==> src/rtl/wdt_pkg.sv <==
package wdt_pkg;

  // Run: counting toward the limit. Spent: limit reached, waiting for a hold.
  typedef enum logic {
    WD_RUN   = 1'b0,
    WD_SPENT = 1'b1
  } wd_state_e;

endpackage

==> src/rtl/wdt_hold_gate.sv <==
module wdt_hold_gate (
  input  logic rst_active,
  input  logic supply_ok,
  output logic hold
);

  // Any reset stretch or low supply pins the timer.
  always_comb begin
    hold = rst_active | ~supply_ok;
  end

endmodule

==> src/rtl/wdt_tick_counter.sv <==
module wdt_tick_counter #(
  parameter int unsigned TIMEOUT_CYC = 400_000_000,
  localparam int unsigned CNT_W      = $clog2(TIMEOUT_CYC + 1)
) (
  input  logic             clk,
  input  logic             rst_n,
  input  logic             clr,
  input  logic             inc_en,
  output logic [CNT_W-1:0] cnt,
  output logic             at_last
);

  localparam logic [CNT_W-1:0] LIMIT_V = CNT_W'(TIMEOUT_CYC);
  localparam logic [CNT_W-1:0] LAST_V  = CNT_W'(TIMEOUT_CYC - 1);
  localparam logic [CNT_W-1:0] ONE_V   = CNT_W'(1);

  logic [CNT_W-1:0] cnt_q;
  logic [CNT_W-1:0] cnt_d;
  logic             cnt_en;

  always_comb begin
    cnt_en = 1'b0;
    cnt_d  = cnt_q;
    if (clr) begin
      cnt_en = 1'b1;
      cnt_d  = '0;
    end else if (inc_en && (cnt_q != LIMIT_V)) begin
      cnt_en = 1'b1;
      cnt_d  = cnt_q + ONE_V;
    end
  end

  always_ff @(posedge clk or negedge rst_n) begin
    if (!rst_n) begin
      cnt_q <= '0;
    end else if (cnt_en) begin
      cnt_q <= cnt_d;
    end
  end

  always_comb begin
    cnt     = cnt_q;
    at_last = (cnt_q == LAST_V);
  end

endmodule

==> src/rtl/wdt_seq.sv <==
module wdt_seq
  import wdt_pkg::*;
(
  input  logic clk,
  input  logic rst_n,
  input  logic hold,
  input  logic kick,
  input  logic at_last,
  output logic clr,
  output logic inc_en,
  output logic spent,
  output logic bite
);

  wd_state_e state_q;
  wd_state_e state_d;
  logic      bite_q;
  logic      bite_d;

  always_comb begin
    state_d = state_q;
    bite_d  = 1'b0;
    clr     = 1'b0;
    inc_en  = 1'b0;
    if (hold) begin
      // A hold ends any spent period and pins the count.
      state_d = WD_RUN;
      clr     = 1'b1;
    end else begin
      unique case (state_q)
        WD_RUN: begin
          if (kick) begin
            clr = 1'b1;
          end else begin
            inc_en = 1'b1;
            if (at_last) begin
              state_d = WD_SPENT;
              bite_d  = 1'b1;
            end
          end
        end
        WD_SPENT: begin
          // Saturated: kicks are ignored until a hold is seen.
        end
        default: state_d = WD_RUN;
      endcase
    end
  end

  always_ff @(posedge clk or negedge rst_n) begin
    if (!rst_n) begin
      state_q <= WD_RUN;
      bite_q  <= 1'b0;
    end else begin
      state_q <= state_d;
      bite_q  <= bite_d;
    end
  end

  always_comb begin
    spent = (state_q == WD_SPENT);
    bite  = bite_q;
  end

endmodule

==> src/rtl/bus_ack_watchdog.sv <==
module bus_ack_watchdog #(
  parameter int unsigned TIMEOUT_CYC = 400_000_000
) (
  input  logic clk,
  input  logic rst_n,
  input  logic ack_kick,
  input  logic rst_active,
  input  logic supply_ok,
  output logic wd_bite
);

  localparam int unsigned CNT_W = $clog2(TIMEOUT_CYC + 1);

  logic             hold;
  logic             clr;
  logic             inc_en;
  logic             at_last;
  logic             spent;
  logic [CNT_W-1:0] cnt_q;

  wdt_hold_gate u_hold (
    .rst_active (rst_active),
    .supply_ok  (supply_ok),
    .hold       (hold)
  );

  wdt_tick_counter #(
    .TIMEOUT_CYC (TIMEOUT_CYC)
  ) u_cnt (
    .clk     (clk),
    .rst_n   (rst_n),
    .clr     (clr),
    .inc_en  (inc_en),
    .cnt     (cnt_q),
    .at_last (at_last)
  );

  wdt_seq u_seq (
    .clk     (clk),
    .rst_n   (rst_n),
    .hold    (hold),
    .kick    (ack_kick),
    .at_last (at_last),
    .clr     (clr),
    .inc_en  (inc_en),
    .spent   (spent),
    .bite    (wd_bite)
  );

endmodule

==> config.mk <==
export PLATFORM = sky130hd
export DESIGN_NAME = bus_ack_watchdog
export DESIGN_NICKNAME = d
export VERILOG_FILES = /design/src/rtl/wdt_pkg.sv /design/src/rtl/wdt_hold_gate.sv /design/src/rtl/wdt_tick_counter.sv /design/src/rtl/wdt_seq.sv /design/src/rtl/bus_ack_watchdog.sv
export SDC_FILE = /design/constraint.sdc
export NUM_CORES = 1
export LEC_CHECK = 0
export BUFFER_PORTS_ARGS = -buffer_cell sky130_fd_sc_hd__buf_2
export CAP_MARGIN = 20
export CORE_ASPECT_RATIO = 0.9
export CORE_MARGIN = 2
export CORE_UTILIZATION = 55
export CTS_CLUSTER_DIAMETER = 40
export CTS_CLUSTER_SIZE = 40
export DETAILED_ROUTE_END_ITERATION = 10
export GPL_TIMING_DRIVEN = 0
export HOLD_SLACK_MARGIN = 0.02
export PLACE_DENSITY = 0.72
export SLEW_MARGIN = 25
export SYNTH_ARGS = -nofsm -noshare
export SYNTH_HDL_FRONTEND = slang
export SYNTH_HIERARCHICAL = 1
export SYNTH_SLANG_ARGS = --single-unit
==> constraint.sdc <==
create_clock -name clk -period 3.3 [get_ports clk]
set_input_delay 0 -clock clk [delete_from_list [all_inputs] [get_ports clk]]
set_output_delay 0 -clock clk [all_outputs]
set_load 0.005 [all_outputs]
==> results.rst <==
.. list-table::
   :header-rows: 1

   * - Metric
     - Value
   * - Setup repair after global routing missed its margin
     - false
   * - Post-Synth XOR/XNOR Area
     - 0.0338
   * - Total number of vias
     - 1498
   * - Global-route wire length before repair
     - about 6500 um
   * - Period Utilization, post-route
     - 0.723
   * - Final HPWL from detailed placement
     - between 2000 and 3000 um
   * - Status
     - completed
   * - Final core occ
     - 0.644
   * - Endpoint kind of the worst setup timing path
     - flop
   * - CP startpoint kind
     - flop
   * - Launching point of the worst reg2reg path
     - u_seq/spent
   * - Chip height
     - 58.5 um
   * - Number of violations reported at the end of detailed-routing iteration 0
     - 99
   * - Worst-case clock skew
     - about 0.0065 ns
   * - Gr ovfl total
     - 0
   * - Number of endpoints failing setup at the final stage
     - 0
   * - Number of flops mapped to enable cells by yosys
     - 0
   * - Clock Path Buffers
     - 2
   * - Average footprint of a synthesized cell
     - about 9.5 um^2
   * - Worst-case hold path end point
     - u_seq/bite
   * - Number of distinct library cells after synthesis
     - 41
   * - Worst vdd ir
     - ~0.00027 V
   * - Placer congestion estimate
     - ~0.87
   * - TritonCTS clock tree
     - yes
   * - Port-buffer cells
     - 5
   * - #FFs+latches synth
     - 31
   * - Number of maximum-capacitance constraint violations
     - 0
   * - Mux cell area share after synthesis
     - 0.0428
   * - Maximum number of pins on one net before global-route repair
     - 32
   * - Clk Latency, worst-skew pair
     - 0.34 ns
   * - Storage element area
     - 776 um^2
   * - Arrival time of data at the critical path endpoint
     - 2.65 ns
   * - Synthesized instance count
     - about 190
   * - Global router's overall resource usage
     - 0.230
   * - CTS Buf Count
     - 5
   * - Leak pwr
     - roughly 0.82 nW
   * - Power, Total
     - roughly 0.00067 W
   * - Number of diodes added for antenna fixing
     - 0
   * - Max Slew Vio Count
     - 0
   * - Summed negative setup slack over all endpoints
     - 0 ns
   * - # fillers
     - around 270
   * - Reg-to-reg setup timing slack
     - between 0.9 and 1 ns
   * - Share of the synthesized area in compound gates (AO/OA/AOI/OAI)
     - 0.108
   * - Antenna violations before repair
     - 0
   * - Sinks on the clock net
     - 31
   * - Ratio of cells with drive above 1 in the final layout
     - 0.135
   * - Remaining DRCs
     - 0
   * - Worst-case reg-to-reg path depth
     - 7
   * - Simple-gate area share of the yosys netlist
     - 0.312
   * - Cells after DPL
     - ~240
   * - Netlist Area Pre-Place
     - about 0.0018 mm^2
   * - Worst min path class
     - primary input to flop
   * - WHS Path Cells
     - 4
   * - CORE AREA
     - between 0.003 and 0.004 mm^2
   * - Final worst slack
     - between 0.9 and 1 ns
   * - Starting Density
     - 0.587
   * - Critical path fanouts, max
     - 10
   * - Final routed wirelength across all metal layers
     - roughly 3800 um
   * - Most common cell type on the critical path
     - sky130_fd_sc_hd__clkbuf_1
   * - CTS root buf
     - sky130_fd_sc_hd__clkbuf_4
   * - Start point of the worst min-delay path
     - supply_ok
   * - Number of optimization iterations in the first detailed-route pass
     - 4
   * - Via count of the first global-routing pass
     - 1373
   * - Area added between synthesis and finish
     - 9.73%
   * - Data required, critical path
     - about 3.6 ns
   * - Post-layout instance count excluding filler cells
     - around 250
   * - Synthesized net count
     - 198
   * - Maximum achievable frequency
     - 419 MHz
   * - Critical path's slowest cell
     - sky130_fd_sc_hd__dfrtp_1
   * - Post-route ant nets
     - 0
   * - Dominant combinational cell family by area after synthesis
     - simple AND/OR/NAND/NOR gates
   * - Least-Margin Pin Slew
     - ~0.70 ns
   * - Area taken by multi-input logic gates
     - a little over 900 um^2
   * - Critical path class
     - flop to flop
   * - Worst slack at placement
     - a little under 1 ns
   * - Arithmetic-cell share of the synthesized area counting full adders, half adders and majority gates
     - 0.0138
   * - Per-cell via count in the routed design
     - 6.02
   * - Number of hold-slack violations in the final timing report
     - 0
   * - CTS clock-pin slew for the worst setup and hold paths
     - ~0.1 ns
   * - Routed wire per std cell
     - approximately 15 um
   * - Die width
     - between 60 and 70 um
   * - Worst path cell trace
     - nor3_2 > clkbuf_1 > and2_1 > nand4_2 > clkbuf_1 > or3_1 > a21oi_1
   * - H-Tree Depth
     - 2
   * - Final critical path time including I/O delays and setup
     - between 2 and 2.5 ns
   * - Relative slew margins
     - 0.531
   * - Power density over cell area
     - ~340 mW/mm^2
   * - Post-CTS Repair Setup Buffers
     - 0
   * - Cell row count
     - 19
   * - Ys async rst share
     - 1.00
   * - Number of top-level design ports
     - 6
   * - Flip-flop cell with the highest count after synthesis
     - sky130_fd_sc_hd__dfrtp_1
   * - Post-synthesis sequential area ratio
     - 0.428
   * - Number of warnings printed during yosys synthesis
     - 6
   * - Capturing point of the worst reg2reg path
     - u_cnt/cnt[11]
   * - Total Die Area
     - 0.00377 mm^2
   * - Worst path max stage delay
     - around 0.41 ns
   * - Nets@finish
     - ~210
-- state kept, by name, summed over array words and instances (netlist names) --
signal and cells:
u_cnt/cnt 29, u_seq/bite 1, u_seq/spent 1
-- where the power goes --
part	total [W]	switching (W)	internal (W)	leakage [nW]
clock network	0.000262	0.000136	0.000125	0.0386
logic	0.0000255	0.0000177	0.00000781	0.344
registers	0.000380	0.000000203	0.000380	0.433
total	0.000667	0.000154	0.000513	0.816
-- placed cells by master (no fill, tap or decap), types with 5 or more instances in the layout --
| cell type | n |
|---|---|
| sky130_fd_sc_hd__o31ai_1 | 9 |
| sky130_fd_sc_hd__inv_1 | 10 |
| sky130_fd_sc_hd__nand4_1 | 7 |
| sky130_fd_sc_hd__o21ai_0 | 5 |
| sky130_fd_sc_hd__nand2_1 | 8 |
| sky130_fd_sc_hd__nor2_1 | 15 |
| sky130_fd_sc_hd__nand3_1 | 8 |
| sky130_fd_sc_hd__nor2b_1 | 6 |
| sky130_fd_sc_hd__or3_1 | 6 |
| sky130_fd_sc_hd__clkbuf_4 | 5 |
| sky130_fd_sc_hd__xor2_1 | 5 |
| sky130_fd_sc_hd__mux2_2 | 5 |
| sky130_fd_sc_hd__or4_1 | 10 |
| sky130_fd_sc_hd__buf_2 | 7 |
| sky130_fd_sc_hd__dfrtp_1 | 31 |
| sky130_fd_sc_hd__nand2b_1 | 5 |
| sky130_fd_sc_hd__a21oi_1 | 16 |
| sky130_fd_sc_hd__clkbuf_1 | 5 |
-- repair_timing --
| action | CTS | global route |
|---|---|---|
| hold endpoints to repair | 33 | 0 |
| hold buffers | 3 | 0 |
| endpoints found under the setup margin | 0 | 0 |
| resized for setup | 0 | 0 |
-- through the flow --
stage | instance area (um^2) | hold slack [ns]
floorplan | 1810 | -0.296
global placement | 1890 | 0.0780
detailed placement | 1890 | 0.0842
CTS | 1990 | 0.0949
global route | 1990 | 0.135
finish | 1990 | 0.0992
-- cell usage after synthesis, types with 2 or more instances --
library cell / n / share of area
sky130_fd_sc_hd__dfrtp_1: 31 / 0.43
sky130_fd_sc_hd__nand4_1: 7 / 0.024
sky130_fd_sc_hd__inv_1: 10 / 0.021
sky130_fd_sc_hd__buf_6: 2 / 0.012
sky130_fd_sc_hd__and2_1: 4 / 0.014
sky130_fd_sc_hd__nor4_1: 2 / 0.0069
sky130_fd_sc_hd__mux2_2: 5 / 0.031
sky130_fd_sc_hd__clkbuf_1: 4 / 0.0083
sky130_fd_sc_hd__nor4b_1: 2 / 0.0097
sky130_fd_sc_hd__ha_1: 2 / 0.014
sky130_fd_sc_hd__or3_1: 6 / 0.021
sky130_fd_sc_hd__xnor2_1: 2 / 0.0097
sky130_fd_sc_hd__and4_1: 4 / 0.019
sky130_fd_sc_hd__nor2_1: 15 / 0.031
sky130_fd_sc_hd__nand2b_1: 5 / 0.017
sky130_fd_sc_hd__nand3_1: 8 / 0.022
sky130_fd_sc_hd__a21o_1: 2 / 0.0083
sky130_fd_sc_hd__xor2_1: 5 / 0.024
sky130_fd_sc_hd__nor2b_1: 6 / 0.021
sky130_fd_sc_hd__nand2_1: 8 / 0.017
sky130_fd_sc_hd__and4b_1: 2 / 0.011
sky130_fd_sc_hd__o21ai_0: 5 / 0.014
sky130_fd_sc_hd__and3_1: 2 / 0.0069
sky130_fd_sc_hd__o31ai_1: 9 / 0.037
sky130_fd_sc_hd__buf_2: 2 / 0.0055
sky130_fd_sc_hd__nor3_1: 2 / 0.0055
sky130_fd_sc_hd__or4_1: 10 / 0.041
sky130_fd_sc_hd__a21oi_1: 16 / 0.044
-- routing by layer --
layer | vias to the layer above | routed length (um) | GRT usage
met3 | 8 | 139 | 0.0516
li1 | 728 | - | -
met5 | - | 0 | 0
met2 | 33 | 1740 | 0.354
met4 | 0 | 65 | 0.100
met1 | 729 | 1860 | 0.316
-- cell type report --
| class | instances | share of cell area |
|---|---|---|
| Clock buffer | 8 | 0.0346 |
| Inverter | 10 | 0.0189 |
| Tap cell | 42 | 0.0264 |
| Buffer | 11 | 0.0377 |
| Sequential cell | 31 | 0.390 |
| Multi-Input combinational cell | 139 | 0.465 |
| Timing Repair Buffer | 8 | 0.0277 |
-- worst max-delay path: cells and delay by family (launching register included) --
kind	cells	cell delay (ns)
DFF	1	0.41
and+or+nand+nor	4	1.09
buffers and inverters	2	0.65
AOI/OAI and AO/OA	1	0.15
-- cell families (layout without fill, tap and decap cells) --
| logic type | after synthesis | count (layout) |
|---|---|---|
| simple gates | 90 | 90 |
| compound gates | 33 | 33 |
| flops | 31 | 31 |
| buf+inv | 21 | 37 |
| xor+xnor | 7 | 7 |
| mux | 7 | 7 |
| fa+ha+maj | 2 | 2 |
-- how the worst max path moves through the flow --
stage | start | end | slack [ns] | cells past startpoint
3_5_place_dp | u_seq/spent | u_cnt/cnt[11] | 0.98 | 7
4_1_cts | u_seq/spent | u_cnt/cnt[11] | 0.96 | 7
5_1_grt | u_seq/spent | u_cnt/cnt[11] | 0.78 | 7
2_1_floorplan | u_seq/spent | u_cnt/cnt[28] | 1.29 | 7
6_report | u_seq/spent | u_cnt/cnt[11] | 0.91 | 7
3_3_place_gp | u_seq/spent | u_cnt/cnt[28] | 0.99 | 7
(Power assumes the default switching activity.)
